===== config.mk =====
export PLATFORM = sky130hd
export DESIGN_NAME = pwm_timebase
export DESIGN_NICKNAME = d
export VERILOG_FILES = /design/src/rtl/pwm_timebase_pkg.sv /design/src/rtl/pwm_tb_prescaler.sv /design/src/rtl/pwm_tb_period_buf.sv /design/src/rtl/pwm_tb_counter.sv /design/src/rtl/pwm_timebase.sv
export SDC_FILE = /design/constraint.sdc
export NUM_CORES = 1
export LEC_CHECK = 0
export BUFFER_PORTS_ARGS = -buffer_cell sky130_fd_sc_hd__buf_4
export CAP_MARGIN = 5
export CORE_ASPECT_RATIO = 1.2
export CORE_MARGIN = 4
export CORE_UTILIZATION = 59
export CTS_CLUSTER_SIZE = 20
export DETAILED_ROUTE_END_ITERATION = 7
export PLACE_DENSITY_LB_ADDON = 0.25
export SLEW_MARGIN = 20
export SYNTH_ARGS = -nofsm -noshare
export SYNTH_HDL_FRONTEND = slang
export SYNTH_SLANG_ARGS = --single-unit

===== constraint.sdc =====
create_clock -name clk -period 7.74 [get_ports clk]
set_input_delay 0.774 -clock clk [delete_from_list [all_inputs] [get_ports clk]]
set_output_delay 0.774 -clock clk [all_outputs]
set_load 0.005 [all_outputs]

===== src/rtl/pwm_timebase_pkg.sv =====
package pwm_timebase_pkg;
  localparam int CFG_W = 32;

  typedef enum logic [1:0] {
    LOAD_NOW    = 2'd0,
    LOAD_ZERO   = 2'd1,
    LOAD_SYNC   = 2'd2,
    LOAD_EITHER = 2'd3
  } load_mode_t;
endpackage


===== src/rtl/pwm_tb_prescaler.sv =====
module pwm_tb_prescaler #(
  parameter int PRESC_W = 8
) (
  input  logic               clk,
  input  logic               rst,
  input  logic               en,
  input  logic               restart,
  input  logic [PRESC_W-1:0] presc,
  output logic               tick
);
  logic [PRESC_W-1:0] pc_q;

  assign tick = en && (pc_q == presc);

  always_ff @(posedge clk) begin
    if (rst || restart) pc_q <= '0;
    else if (en)        pc_q <= tick ? '0 : pc_q + PRESC_W'(1);
  end

  AST_PRESC_RESTART: assert property (@(posedge clk) disable iff (rst)
    restart |=> pc_q == '0);
  AST_PRESC_BOUND: assert property (@(posedge clk) disable iff (rst)
    pc_q <= presc);
  AST_PRESC_HOLD: assert property (@(posedge clk) disable iff (rst)
    (!en && !restart) |=> $stable(pc_q));
endmodule


===== src/rtl/pwm_tb_period_buf.sv =====
module pwm_tb_period_buf
  import pwm_timebase_pkg::*;
#(
  parameter int PER_W      = 16,
  parameter int RST_PERIOD = 255
) (
  input  logic             clk,
  input  logic             rst,
  input  logic             wr,
  input  logic [PER_W-1:0] wr_period,
  input  load_mode_t       wr_mode,
  input  logic             zero_evt,
  input  logic             sync_evt,
  output load_mode_t       mode_q,
  output logic [PER_W-1:0] shadow_q,
  output logic [PER_W-1:0] act_q,
  output logic [PER_W-1:0] act_d
);
  logic pend_q;
  logic xfer;

  assign xfer = pend_q && ((mode_q[0] && zero_evt) || (mode_q[1] && sync_evt));

  always_comb begin
    act_d = act_q;
    if (xfer) act_d = shadow_q;
    if (wr && wr_mode == LOAD_NOW) act_d = wr_period;
  end

  always_ff @(posedge clk) begin
    if (rst) begin
      mode_q   <= LOAD_NOW;
      shadow_q <= PER_W'(RST_PERIOD);
      act_q    <= PER_W'(RST_PERIOD);
      pend_q   <= 1'b0;
    end else begin
      act_q <= act_d;
      if (wr) begin
        mode_q   <= wr_mode;
        shadow_q <= wr_period;
        pend_q   <= (wr_mode != LOAD_NOW);
      end else if (xfer) begin
        pend_q <= 1'b0;
      end
    end
  end

  AST_IMM_LOAD: assert property (@(posedge clk) disable iff (rst)
    (wr && wr_mode == LOAD_NOW) |=> act_q == $past(wr_period));
  AST_PEND_ARM: assert property (@(posedge clk) disable iff (rst)
    (wr && wr_mode != LOAD_NOW) |=> pend_q);
  AST_ACT_STEADY: assert property (@(posedge clk) disable iff (rst)
    (!pend_q && !wr) |=> act_q == $past(act_q));
endmodule


===== src/rtl/pwm_tb_counter.sv =====
module pwm_tb_counter #(
  parameter int PER_W = 16
) (
  input  logic             clk,
  input  logic             rst,
  input  logic             tick,
  input  logic             sync,
  input  logic [PER_W-1:0] act_q,
  input  logic [PER_W-1:0] act_d,
  output logic             zero_evt,
  output logic [PER_W-1:0] cnt_q,
  output logic             tez_q,
  output logic             tep_q
);
  logic             wrap;
  logic             upd;
  logic [PER_W-1:0] cnt_d;

  always_comb begin
    wrap     = (cnt_q >= act_q);
    zero_evt = tick && !sync && wrap;
    upd      = sync || tick;
    if (sync)      cnt_d = '0;
    else if (tick) cnt_d = wrap ? '0 : cnt_q + PER_W'(1);
    else           cnt_d = cnt_q;
  end

  always_ff @(posedge clk) begin
    if (rst) begin
      cnt_q <= '0;
      tez_q <= 1'b0;
      tep_q <= 1'b0;
    end else begin
      cnt_q <= cnt_d;
      tez_q <= zero_evt;
      tep_q <= upd && (cnt_d == act_d);
    end
  end

  AST_SYNC_CLEARS: assert property (@(posedge clk) disable iff (rst)
    sync |=> cnt_q == '0);
  AST_TEZ_AT_ZERO: assert property (@(posedge clk) disable iff (rst)
    tez_q |-> cnt_q == '0);
  AST_TEP_AT_PERIOD: assert property (@(posedge clk) disable iff (rst)
    tep_q |-> cnt_q == act_q);
  AST_NO_TICK_HOLD: assert property (@(posedge clk) disable iff (rst)
    (!tick && !sync) |=> $stable(cnt_q));
endmodule


===== src/rtl/pwm_timebase.sv =====
module pwm_timebase
  import pwm_timebase_pkg::*;
#(
  parameter int PRESC_W    = 8,
  parameter int PER_W      = 16,
  parameter int RST_PERIOD = 255
) (
  input  logic             clk,
  input  logic             rst,
  input  logic             pwm_en,
  input  logic             cfg_wr,
  input  logic [31:0]      cfg_wdata,
  input  logic             sync_in,
  output logic [31:0]      cfg_rdata,
  output logic [PER_W-1:0] cnt_val,
  output logic             tez_pulse,
  output logic             tep_pulse
);
  localparam int PER_LSB  = PRESC_W;
  localparam int MODE_LSB = PRESC_W + PER_W;
  localparam int USED_W   = MODE_LSB + 2;
  localparam logic [31:0] RD_MASK = 32'((64'd1 << USED_W) - 64'd1);

  logic [PRESC_W-1:0] presc_q;
  logic               tick;
  logic               zero_evt;
  load_mode_t         mode_q;
  logic [PER_W-1:0]   shadow_q;
  logic [PER_W-1:0]   act_q;
  logic [PER_W-1:0]   act_d;

  always_ff @(posedge clk) begin
    if (rst)         presc_q <= '0;
    else if (cfg_wr) presc_q <= cfg_wdata[PRESC_W-1:0];
  end

  pwm_tb_prescaler #(.PRESC_W(PRESC_W)) u_presc (
    .clk(clk), .rst(rst), .en(pwm_en), .restart(cfg_wr),
    .presc(presc_q), .tick(tick)
  );

  pwm_tb_period_buf #(.PER_W(PER_W), .RST_PERIOD(RST_PERIOD)) u_pbuf (
    .clk(clk), .rst(rst), .wr(cfg_wr),
    .wr_period(cfg_wdata[MODE_LSB-1:PER_LSB]),
    .wr_mode(load_mode_t'(cfg_wdata[USED_W-1:MODE_LSB])),
    .zero_evt(zero_evt), .sync_evt(sync_in),
    .mode_q(mode_q), .shadow_q(shadow_q), .act_q(act_q), .act_d(act_d)
  );

  pwm_tb_counter #(.PER_W(PER_W)) u_cnt (
    .clk(clk), .rst(rst), .tick(tick), .sync(sync_in),
    .act_q(act_q), .act_d(act_d), .zero_evt(zero_evt),
    .cnt_q(cnt_val), .tez_q(tez_pulse), .tep_q(tep_pulse)
  );

  assign cfg_rdata = {{(32-USED_W){1'b0}}, mode_q, shadow_q, presc_q};

  AST_READBACK: assert property (@(posedge clk) disable iff (rst)
    cfg_wr |=> cfg_rdata == ($past(cfg_wdata) & RD_MASK));
  AST_SYNC_NO_TEZ: assert property (@(posedge clk) disable iff (rst)
    sync_in |=> !tez_pulse);
endmodule


### Word-level counts from Yosys, hierarchy flattened

Cells that the tools add are included.

* add/sub/neg operators: 2
* magnitude comparators: 1
* eq/ne operators: 2
* multiplexer cells: 8
* reductions and logical operators: 15

Operators by type and width (count)
* two-way mux 16 bit: 5
* adder 16 x 1 -> 16 bit, second input constant: 1
* == test 16 bit: 1
* >= comparator 16 bit: 1
* adder 8 x 1 -> 8 bit, second input constant: 1
* == test 8 bit: 1
* logical AND 1 bit: 8
* two-way mux 8 bit: 1
* nonzero test 2 bit: 2
* logical OR 1 bit: 3
* zero test 2 bit: 1
* two-way mux 1 bit: 2
* zero test 1 bit: 1

* bits in registers: 69
* bits of input ports: 37
* output and inout bits: 50
* logic and storage cells: 37

### Longest topological paths before layout

Gate-level depths: netlist (run 1).

* word-level depth: 11
* gate-level depth with buffers: 13
* gate-level depth less buffers: 12

### By module

From an unflattened synthesis (run 1), not the netlist that was laid out.

* cell total of the unflattened synthesis: 477
* area total of the unflattened synthesis: 4190.3 µm²

By module, submodules not included
* pwm_tb_counter: times used 1, cells an instance 219, area an instance 1778.0 µm², sequential area each 360.3 µm²
* pwm_tb_period_buf: times used 1, cells an instance 174, area an instance 1617.8 µm², sequential area each 700.7 µm²
* pwm_tb_prescaler: times used 1, cells an instance 51, area an instance 460.4 µm², sequential area each 160.2 µm²
* pwm_timebase: times used 1, cells an instance 33, area an instance 334.1 µm², sequential area each 160.2 µm²

### Least setup slack after synthesis (run 1)

No wires, ideal clock.

* path kind: register -> register
* start point: register u_cnt.cnt_q[0]
* end point: register u_cnt.tep_q
* setup time: 0.060 ns
* data arrival time: 3.028 ns
* required time: 7.680 ns
* path slack: 4.652 ns
* cell stages (with the launch flop): 13
* path buffers: 0
* clock period less this slack: 3.088 ns
* cell sequence: dfxtp_1 -> inv_1 -> ha_1 -> nand2b_1 -> a2111oi_0 -> nand3b_2 -> a311oi_4 -> a31oi_4 -> mux2i_1 -> a21oi_1 -> or4_1 -> nor4_1 -> o2111a_1

* cells in the longest elaborated chain, start to end: 9
* elaborated cells on any way between the ends: 13
* classes of those cells: add/sub: 1; order compare: 1; eq/ne: 1; mux: 5; reduce/logical: 5

Ends and longest elaborated chain
* from (decl): line pwm_tb_counter.sv:11 `output logic [PER_W-1:0] cnt_q,`
* from (signal assigned): line pwm_tb_counter.sv:34 `cnt_q <= cnt_d;`
* >= comparator 16 bit: line pwm_tb_counter.sv:20 `wrap = (cnt_q >= act_q);`
* logical AND 1 bit: line pwm_tb_counter.sv:21 `zero_evt = tick && !sync && wrap;`
* logical AND 1 bit: line pwm_tb_period_buf.sv:22 `assign xfer = pend_q && ((mode_q[0] && zero_evt) || (mode_q[1] && sync_evt));`
* logical OR 1 bit: line pwm_tb_period_buf.sv:22
* logical AND 1 bit: line pwm_tb_period_buf.sv:22
* two-way mux 16 bit: line pwm_tb_period_buf.sv:26 `if (xfer) act_d = shadow_q;`
* two-way mux 16 bit: line pwm_tb_period_buf.sv:27 `if (wr && wr_mode == LOAD_NOW) act_d = wr_period;`
* == test 16 bit *: line pwm_tb_counter.sv:36 `tep_q <= upd && (cnt_d == act_d);`
* logical AND 1 bit *: line pwm_tb_counter.sv:36
* to (signal assigned): line pwm_tb_counter.sv:36
* to (decl): line pwm_tb_counter.sv:13 `output logic tep_q`

Every way passes the cells marked *; elsewhere a longest branch is shown, timed or not.
A chain may end at the register's enable or synchronous reset.

### Final worst setup path (run 1)

Same ends and word-level chain as after synthesis.

==> results.ini, run 1 <==
[power]
vdd_drop_max_mv=0.1224
p_leak_nw=2.104
total_power_mw=0.8131
p_per_area_nw_per_um2=170.9

[cts]
h-tree-depth=3
post_cts_buffers=0
clk_pin_slew_ns=0.08
cts_buffer_depth=2
cts-root-buf=clkbuf_8
post_cts_resized=0
cts_buffers=9
cts.sinks=69
hold_buffers=0
clkLatencyLatePin_ns=0.34
cts_tree=done

[route]
postRouteAntennaNets=0
drt_pass1_iterations=5
drc=0
vias=3791
routed_wl_um=10760
viasPerCell=6.008
post_drt_wl_per_cell_um=17.05
first_iter_violations=169

[status]
status=finished, final reports clean

[min_path]
hold_class=reg2reg
hold_path_startpoint=u_pbuf.shadow_q[15]$_SDFFE_PP0P_

[setup_path]
r2r.worst_path.cells=12
critPathLaunch=u_cnt.cnt_q[0]$_SDFF_PP0_
worstSetupPathType=reg2reg
r2r_start=u_cnt.cnt_q[0]$_SDFF_PP0_
cp_max_fo=16
crit_buf_inv=1
cp-start-kind=register
crit_chain=inv_1, ha_1, nand2b_1, a2111oi_0, nand3b_2, a311oi_4, a31oi_4, mux2i_1, a21oi_1, or4_1, nor4_1, o2111a_1
cpPeakStageDelay_ns=0.53
required_ns=8.03
r2r_end=u_cnt.tep_q$_SDFF_PP0_
slowest_stage=a31oi_4
critPathTopFamily=compound AO/OA/AOI/OAI gates
rrSetupSlack_ns=3.75
arrival_ns=4.28
endpoint_kind=register
cp_num_cells=12
critPathCapture=u_cnt.tep_q$_SDFF_PP0_

[synth]
ys_warn_count=0
yosys.area.top_type_share=0.3463
postSynthCellCount=480
syn_avg_cell_area_sq_um=8.310
ys_types=65
syn_area_sq_um=3989
synth_seq_cells=69
synthArstFlopShare=0
synth_ff_type=dfxtp_1
yosysSeqAreaShare=0.3463
synth.area.top_cells=dfxtp_1 (35%), nor2_1 (6.1%), ha_1 (5.6%), mux2i_1 (5.5%), xnor2_1 (3.7%)
yosysMostFrequentCell=dfxtp_1
synth_edf_count=0
synth.cells.most_frequent=dfxtp_1 (69), nor2_1 (65), nand2_1 (35), a21oi_1 (25), mux2i_1 (22)
synth_top_cell_by_area=dfxtp_1

[sta]
rsz0062_at_grt=false
finalWorstSetupSlack_ns=3.750
period_minus_slack_ns=3.990
worstMarginPinSlew_ns=0.6729
hold_slack_ns=0.5328
setup_viol=0
fmax_mhz=250.7
finClkSkew_ns=0.008061
hold_viol_final=0
fin_crit_sh=0.5155
slew_headroom=0.5514
setup_tns_ns=0
drv_slew=0

[layout]
finalInstanceArea_sq_um=4757
final_util=0.7334
fill_cells=528
n_antenna_cell=0
instances_no_fill=631
areaGrowthSynthToFinish_pct=19.26
drive_gt1_frac=0.1978
nets=597

[placement]
pre_cts_ws_ns=3.807
dpl.cell_count=616
gp_congestion=0.8991
portBuffers=74
place_area_sq_um=4546
place_hpwl_um=7883

[job]
maxCapViolCount=0

[global_routing]
grt_pass1_wl_um=17740
grt_pass1_vias=3731
grt_max_degree=58
antenna_found_initial=0
gr-total-overflow=0
grtUsageTotal=0.2648

[floorplan]
dieArea_sq_um=8146
fp.coreArea_sq_um=6486
die_h_um=98.07
start_util=0.6150
rows=32
num_io_pins=87
die_width_um=83.06

==> report_power, final <==
part / leakage [nW] / switching [mW] / internal [mW] / total [mW]
Sequential: 0.564 / 0.0124 / 0.368 / 0.381
Combinational: 1.43 / 0.0624 / 0.0522 / 0.115
Clock: 0.109 / 0.137 / 0.180 / 0.318
Total: 2.10 / 0.212 / 0.601 / 0.813
==> tightest hold or removal path: stages (launching register included) <==
cell,delay (ns)
dfxtp_1,0.35
mux2i_1,0.07
nor2_1,0.07
==> final cells by class <==
| class | instances | area [sq um] | share of cell area |
|---|---|---|---|
| clock buffer | 9 | 123.9 | 0.02604 |
| tap | 85 | 106.4 | 0.02236 |
| sequential | 69 | 1381 | 0.2904 |
| multi-input combinational | 365 | 2409 | 0.5063 |
| clock inverter | 6 | 87.58 | 0.01841 |
| timing repair buffer | 76 | 570.5 | 0.1199 |
| inverter | 21 | 78.83 | 0.01657 |
==> routing by layer <==
metal  GRT usage  vias up  wire length (um)
li1            -     1825                 -
met1      0.3086     1788              4397
met2      0.4488      142              5267
met3     0.06160       36               617
met4      0.1421        0               475
met5           0        -                 0
==> flip-flops by register name, summed over array words and instances (netlist names), 2 cells and up <==
signal,count
presc_q,8
u_pbuf.mode_q,2
u_pbuf.shadow_q,16
u_cnt.cnt_q,16
u_pbuf.act_q,16
u_presc.pc_q,8
==> worst min path at each step <==
stage                                            end  slack [ns]  cells after the start
finish              u_pbuf.shadow_q[15]$_SDFFE_PP0P_        0.53                      2
global route         u_pbuf.shadow_q[9]$_SDFFE_PP0P_        0.57                      2
CTS                      u_pbuf.act_q[12]$_SDFF_PP0_        0.53                      2
detailed placement  u_pbuf.shadow_q[15]$_SDFFE_PP0P_        0.51                      2
global placement         u_pbuf.act_q[12]$_SDFF_PP0_        0.50                      2
floorplan                u_pbuf.act_q[12]$_SDFF_PP0_        0.49                      2
==> cells in the final DEF (no fill, tap or decap), drive strengths merged, types with 6 or more instances in the layout <==
cell type and n:
a211o 8, a211oi 7, a21oi 25, a31oi 6, and3 6, buf 76, clkbuf 9, conb 6
dfxtp 69, ha 18, inv 22, mux2i 22, nand2 35, nand3 15, nand4 9, nor2 65
nor2b 10, nor3 15, nor4 7, o21ai 13, o22ai 7, or2 7, xnor2 17, xor2 14
==> kinds of logic (layout without fill, tap and decap cells) <==
family,Yosys count,after routing,share of synthesized area
AO/OA/AOI/OAI,99,99,0.1801
XOR/XNOR,31,31,0.06807
adder cells (fa/ha/maj),18,18,0.05646
buffers and inverters,51,112,0.05458
flip-flops,69,69,0.3463
multiplexers,23,23,0.05803
other,1,6,0.0009401
AND/OR/NAND/NOR,188,188,0.2356
No activity file was read; power rests on OpenSTA's default activity.
==> run 2, diff against run 1 <==
- CORE_UTILIZATION: 59 -> 49
- clock period: 7.74 -> 3.4 ns (I/O delays scaled with it)
==> run 2 against run 1 <==
Worst hold slack got worse by 0.32 ns. Clock skew rose by 0.0036 ns. Routed wire length rose by 12%. Global-route usage fell by 1.6 points. Largest power group is now clock.
==> results.ini, run 2 (same netlist as run 1, synthesis figures left out) <==
[status]
status=finished, final reports clean

[floorplan]
die_h_um=106.8
rows=35
num_io_pins=87
fp.coreArea_sq_um=7795
die_width_um=90.37
dieArea_sq_um=9654
start_util=0.5117

[cts]
cts_tree=done
h-tree-depth=3
cts_buffers=9
cts-root-buf=clkbuf_8
clkLatencyLatePin_ns=0.35
clk_pin_slew_ns=0.08
cts.sinks=69
cts_buffer_depth=2

[placement]
gp_congestion=0.8864
place_hpwl_um=8866
pre_cts_ws_ns=0.03213
portBuffers=74

[sta]
drv_slew=0
setup_viol=0
fin_crit_sh=0.9781
fmax_mhz=300.7
hold_viol_final=0
finClkSkew_ns=0.01163
finalWorstSetupSlack_ns=0.07453
slew_headroom=0.5129
worstMarginPinSlew_ns=0.7307
setup_tns_ns=0
period_minus_slack_ns=3.325
hold_slack_ns=0.2151

[layout]
fill_cells=622
n_antenna_cell=0
drive_gt1_frac=0.2980
nets=644
final_common_cell=buf_4
areaGrowthSynthToFinish_pct=33.41
layout_common_cells=buf_4 (122), nor2_1 (65), dfxtp_1 (65)
reg_top3=u_cnt.cnt_q (16), u_pbuf.act_q (16), u_pbuf.shadow_q (16)

[power]
power.internal_mw=1.580
p_leak_nw=2.410
p_sw_mw=0.5148
p_clk_frac=0.446
total_power_mw=2.095
p_per_area_nw_per_um2=393.7
swShare=0.2457
power_frac_comb=0.139
vdd_drop_max_mv=0.3396
seqPwrFrac=0.415

[setup_path]
critPathLaunch=u_pbuf.act_q[11]$_SDFF_PP0_
endpoint_kind=register
worstSetupPathType=reg2reg
arrival_ns=3.63
required_ns=3.70
r2r_start=u_pbuf.act_q[11]$_SDFF_PP0_
cp_max_fo=5
r2r.worst_path.cells=15
cp-start-kind=register

[job]
maxCapViolCount=0

[route]
post_drt_wl_per_cell_um=17.49
first_iter_violations=221
vias=3970
routed_wl_um=12000
postRouteAntennaNets=0
drc=0
drt_pass1_iterations=5
viasPerCell=5.787

[min_path]
hold_path_startpoint=cfg_wdata[10]
holdPathStages=2
hold_class=in2reg

[global_routing]
grt_pass1_vias=3890
antenna_found_initial=0
gr-total-overflow=0
grt_pass1_wl_um=19160
grt_max_degree=58
grtUsageTotal=0.2485

[run 2: power groups by stage]
stage | sequential (mW) | combinational, mW | clock (mW)
after global routing | 0.872 | 0.319 | 0.978
after detailed placement | 0.886 | 0.272 | 0
after global placement | 0.885 | 0.266 | 0
after CTS | 0.867 | 0.276 | 0.941
final | 0.869 | 0.292 | 0.934
after floorplan | 0.880 | 0.164 | 0
[run 2: path summary, 6_finish.rpt]
check             slack, ns                               end
setup / recovery       0.07            u_cnt.tep_q$_SDFF_PP0_
hold / removal         0.22   u_pbuf.shadow_q[2]$_SDFFE_PP1P_
setup reg to reg       0.07            u_cnt.tep_q$_SDFF_PP0_
hold reg to reg        0.53  u_pbuf.shadow_q[15]$_SDFFE_PP0P_
[run 2: repair_timing]
action,in CTS,in global routing
gates resized for setup,2,24
hold buffers,0,0
setup endpoints to repair,1,1
buffers inserted,0,5
pin swaps,1,9
[run 2: worst max-delay path, stage by stage (launching register included)]
cell      delay (ns)
dfxtp_1         0.34
inv_1           0.06
ha_1            0.32
nand2_2         0.11
nor3_4          0.25
a211oi_2        0.10
buf_4           0.15
a311oi_4        0.28
a31oi_4         0.08
buf_6           0.17
mux2_4          0.31
xnor2_1         0.12
a221o_1         0.35
nor4_2          0.32
buf_4           0.16
o2111a_1        0.15
[run 2: through the flow]
step,cell area (sq um),util,instances
after floorplan,4008,-,485
after global placement,4870,0.6247,665
after detailed placement,4870,0.6247,665
after CTS,5160,0.6620,681
after global routing,5321,0.6827,686
final,5321,0.6827,686
[run 2: area by class of cell]
type | instances | area [sq um] | area share
tap | 92 | 115.1 | 0.02163
clock inverter | 5 | 128.9 | 0.02422
timing repair buffer | 123 | 927.1 | 0.1742
clock buffer | 11 | 151.4 | 0.02845
multi-input combinational | 365 | 2534 | 0.4761
sequential | 69 | 1386 | 0.2605
inverter | 21 | 78.83 | 0.01481
[run 2: per-layer routing]
layer | share of wire | global-route usage | wire length [um] | up-vias
li1 | - | - | - | 1917
met2 | 0.49 | 0.4271 | 5886 | 146
met5 | 0 | 0 | 0 | -
met4 | 0.030 | 0.09956 | 355 | 0
met3 | 0.053 | 0.04912 | 631 | 30
met1 | 0.43 | 0.3053 | 5123 | 1877
==> run 3, diff against run 2 <==
- ABC_AREA: default -> 1
- CORE_UTILIZATION: 49 -> 50
- TNS_END_PERCENT: default -> 100
==> run 3 against run 2 <==
Total power down 13%. Combinational power fell by 4%. Largest cell class unchanged. Routed wire length shrank 8.0%. Worst setup slack improved by 0.56 ns. Core utilization is 6.5 points lower. Sequential power up 1%. Die area fell by 0.25%.
==> results.ini, run 3 <==
[status]
status=finished, final reports clean

[synth]
postSynthCellCount=613
yosysSeqAreaShare=0.3403
ys_types=36
yosys.area.top_type_share=0.3403
synth_seq_cells=69
yosysMostFrequentCell=nand2_1
synth_edf_count=0
ys_warn_count=0
synth_top_cell_by_area=dfxtp_1
synth_ff_type=dfxtp_1
syn_area_sq_um=4059
synth.cells.most_frequent=nand2_1 (146), nor2_1 (85), dfxtp_1 (69), inv_1 (63), nand3_1 (63)
synthArstFlopShare=0
syn_avg_cell_area_sq_um=6.621
synth.area.top_cells=dfxtp_1 (34%), nand2_1 (14%), nor2_1 (7.9%), nand3_1 (7.8%), inv_1 (5.8%)

[sta]
hold_viol_final=0
period_minus_slack_ns=2.769
fmax_mhz=361.1
rsz0062_at_grt=false
setup_viol=0
worstMarginPinSlew_ns=0.9622
finClkSkew_ns=0.01040
drv_slew=0
fin_crit_sh=0.8145
finalWorstSetupSlack_ns=0.6306
slew_headroom=0.3578
setup_tns_ns=0

[power]
vdd_drop_max_mv=0.2530
p_leak_nw=2.378
seqPwrFrac=0.482
p_per_area_nw_per_um2=379.9
p_clk_frac=0.366
swShare=0.2779
power.internal_mw=1.321
power_frac_comb=0.153
p_sw_mw=0.5083

[cts]
clkLatencyLatePin_ns=0.35
hold_buffers=0
post_cts_resized=0
cts.sinks=69
cts_tree=done
cts-root-buf=clkbuf_8
post_cts_buffers=0
cts_buffers=9
h-tree-depth=3
clk_pin_slew_ns=0.08
cts_buffer_depth=2

[floorplan]
num_io_pins=87
die_h_um=106.7
fp.coreArea_sq_um=7795
die_width_um=90.25
start_util=0.5207
rows=35
dieArea_sq_um=9630

[setup_path]
r2r.worst_path.cells=22
required_ns=3.69
cp_max_fo=17
endpoint_kind=register
rrSetupSlack_ns=0.63
critPathCapture=u_cnt.tep_q$_SDFF_PP0_
r2r_end=u_cnt.tep_q$_SDFF_PP0_
arrival_ns=3.06
cp-start-kind=register
critPathLaunch=u_cnt.cnt_q[7]$_SDFF_PP0_
worstSetupPathType=reg2reg
r2r_start=u_cnt.cnt_q[7]$_SDFF_PP0_

[layout]
n_antenna_cell=0
layout_common_cells=nand2_1 (146), nor2_1 (85), buf_4 (77)
fill_cells=774
final_common_cell=nand2_1
drive_gt1_frac=0.1859
areaGrowthSynthToFinish_pct=18.62
multi_input_area_sq_um=2300
nets=733
reg_top3=u_cnt.cnt_q (16), u_pbuf.act_q (16), u_pbuf.shadow_q (16)
register_area_sq_um=1381

[route]
vias=4148
drc=0
viasPerCell=5.352
routed_wl_um=11030
first_iter_violations=226
post_drt_wl_per_cell_um=14.24
postRouteAntennaNets=0
drt_pass1_iterations=6

[global_routing]
gr-total-overflow=0
grt_pass1_vias=3971
antenna_found_initial=0
grtUsageTotal=0.2333
grt_pass1_wl_um=18400
grt_max_degree=34

[placement]
pre_cts_ws_ns=0.6652
portBuffers=74
gp_congestion=0.9294
place_hpwl_um=8307

[min_path]
hold_class=in2reg

[job]
maxCapViolCount=0

run 3: metrics by stage:
step	utilization	cells	power (mW)	instance area [sq um]	hold WS, ns
2_1_floorplan	-	618	1.064	4078	0.4409
5_1_grt	0.6177	775	1.910	4815	0.2226
4_1_cts	0.6177	775	1.840	4815	0.2010
3_5_place_dp	0.5929	759	1.177	4622	0.4749
3_3_place_gp	0.5929	759	1.167	4622	0.4700
6_report	0.6177	775	1.829	4815	0.2158
run 3: kinds of logic after synthesis:
family                   synth area share
AND/OR/NAND/NOR                    0.3863
flip-flops                         0.3403
buffers and inverters             0.09772
other                           0.0009239
adder cells (fa/ha/maj)           0.05549
XOR/XNOR                          0.03668
AO/OA/AOI/OAI                     0.08262
run 3: worst min path at each step:
stage                                         start                              end  slack, ns  cells after the start
floorplan                                    pwm_en     u_presc.pc_q[1]$_SDFFE_PP0P_       0.44                      1
global placement    u_pbuf.shadow_q[1]$_SDFFE_PP1P_  u_pbuf.shadow_q[1]$_SDFFE_PP1P_       0.47                      2
detailed placement  u_pbuf.shadow_q[3]$_SDFFE_PP1P_  u_pbuf.shadow_q[3]$_SDFFE_PP1P_       0.47                      2
CTS                                   cfg_wdata[13]  u_pbuf.shadow_q[5]$_SDFFE_PP1P_       0.20                      3
global route                           cfg_wdata[3]          presc_q[3]$_SDFFE_PP0P_       0.22                      3
finish                                cfg_wdata[13]  u_pbuf.shadow_q[5]$_SDFFE_PP1P_       0.22                      3
run 3: layout make-up:
| type | instances | area share |
|---|---|---|
| Tap cell | 92 | 0.02391 |
| Sequential cell | 69 | 0.2869 |
| Inverter | 66 | 0.05146 |
| Multi-Input combinational cell | 455 | 0.4777 |
| Clock buffer | 12 | 0.03015 |
| Timing Repair Buffer | 77 | 0.1201 |
| Clock inverter | 4 | 0.009875 |
run 3: power by group through the flow:
stage	Sequential, mW	Combinational [mW]	Clock, mW
5_1_grt	0.886	0.315	0.709
6_report	0.881	0.279	0.669
3_3_place_gp	0.898	0.269	0
2_1_floorplan	0.888	0.176	0
3_5_place_dp	0.899	0.278	0
4_1_cts	0.881	0.281	0.679
run 3: routing by layer:
layer	vias to the layer above	global-route usage	wire, um
met1	1907	0.2779	4645
met3	24	0.04281	704
li1	2079	-	-
met5	-	0	0
met2	138	0.4111	5427
met4	0	0.09956	256
run 3: worst max-delay path, stage by stage (launching register included):
cell	delay [ns]
dfxtp_1	0.49
ha_1	0.30
nand2_1	0.07
inv_1	0.05
nand2_1	0.06
nand2_1	0.06
nor2_1	0.10
nand2_1	0.08
nand2_1	0.06
nand2_1	0.10
nand3_2	0.11
nand2_4	0.15
nand2_4	0.24
nand2_1	0.08
nand3_1	0.10
nand2_1	0.09
nand2_1	0.06
nand2_1	0.07
nor2_1	0.10
nand2_1	0.07
nor2_1	0.10
nand2_1	0.07
nor2_2	0.09
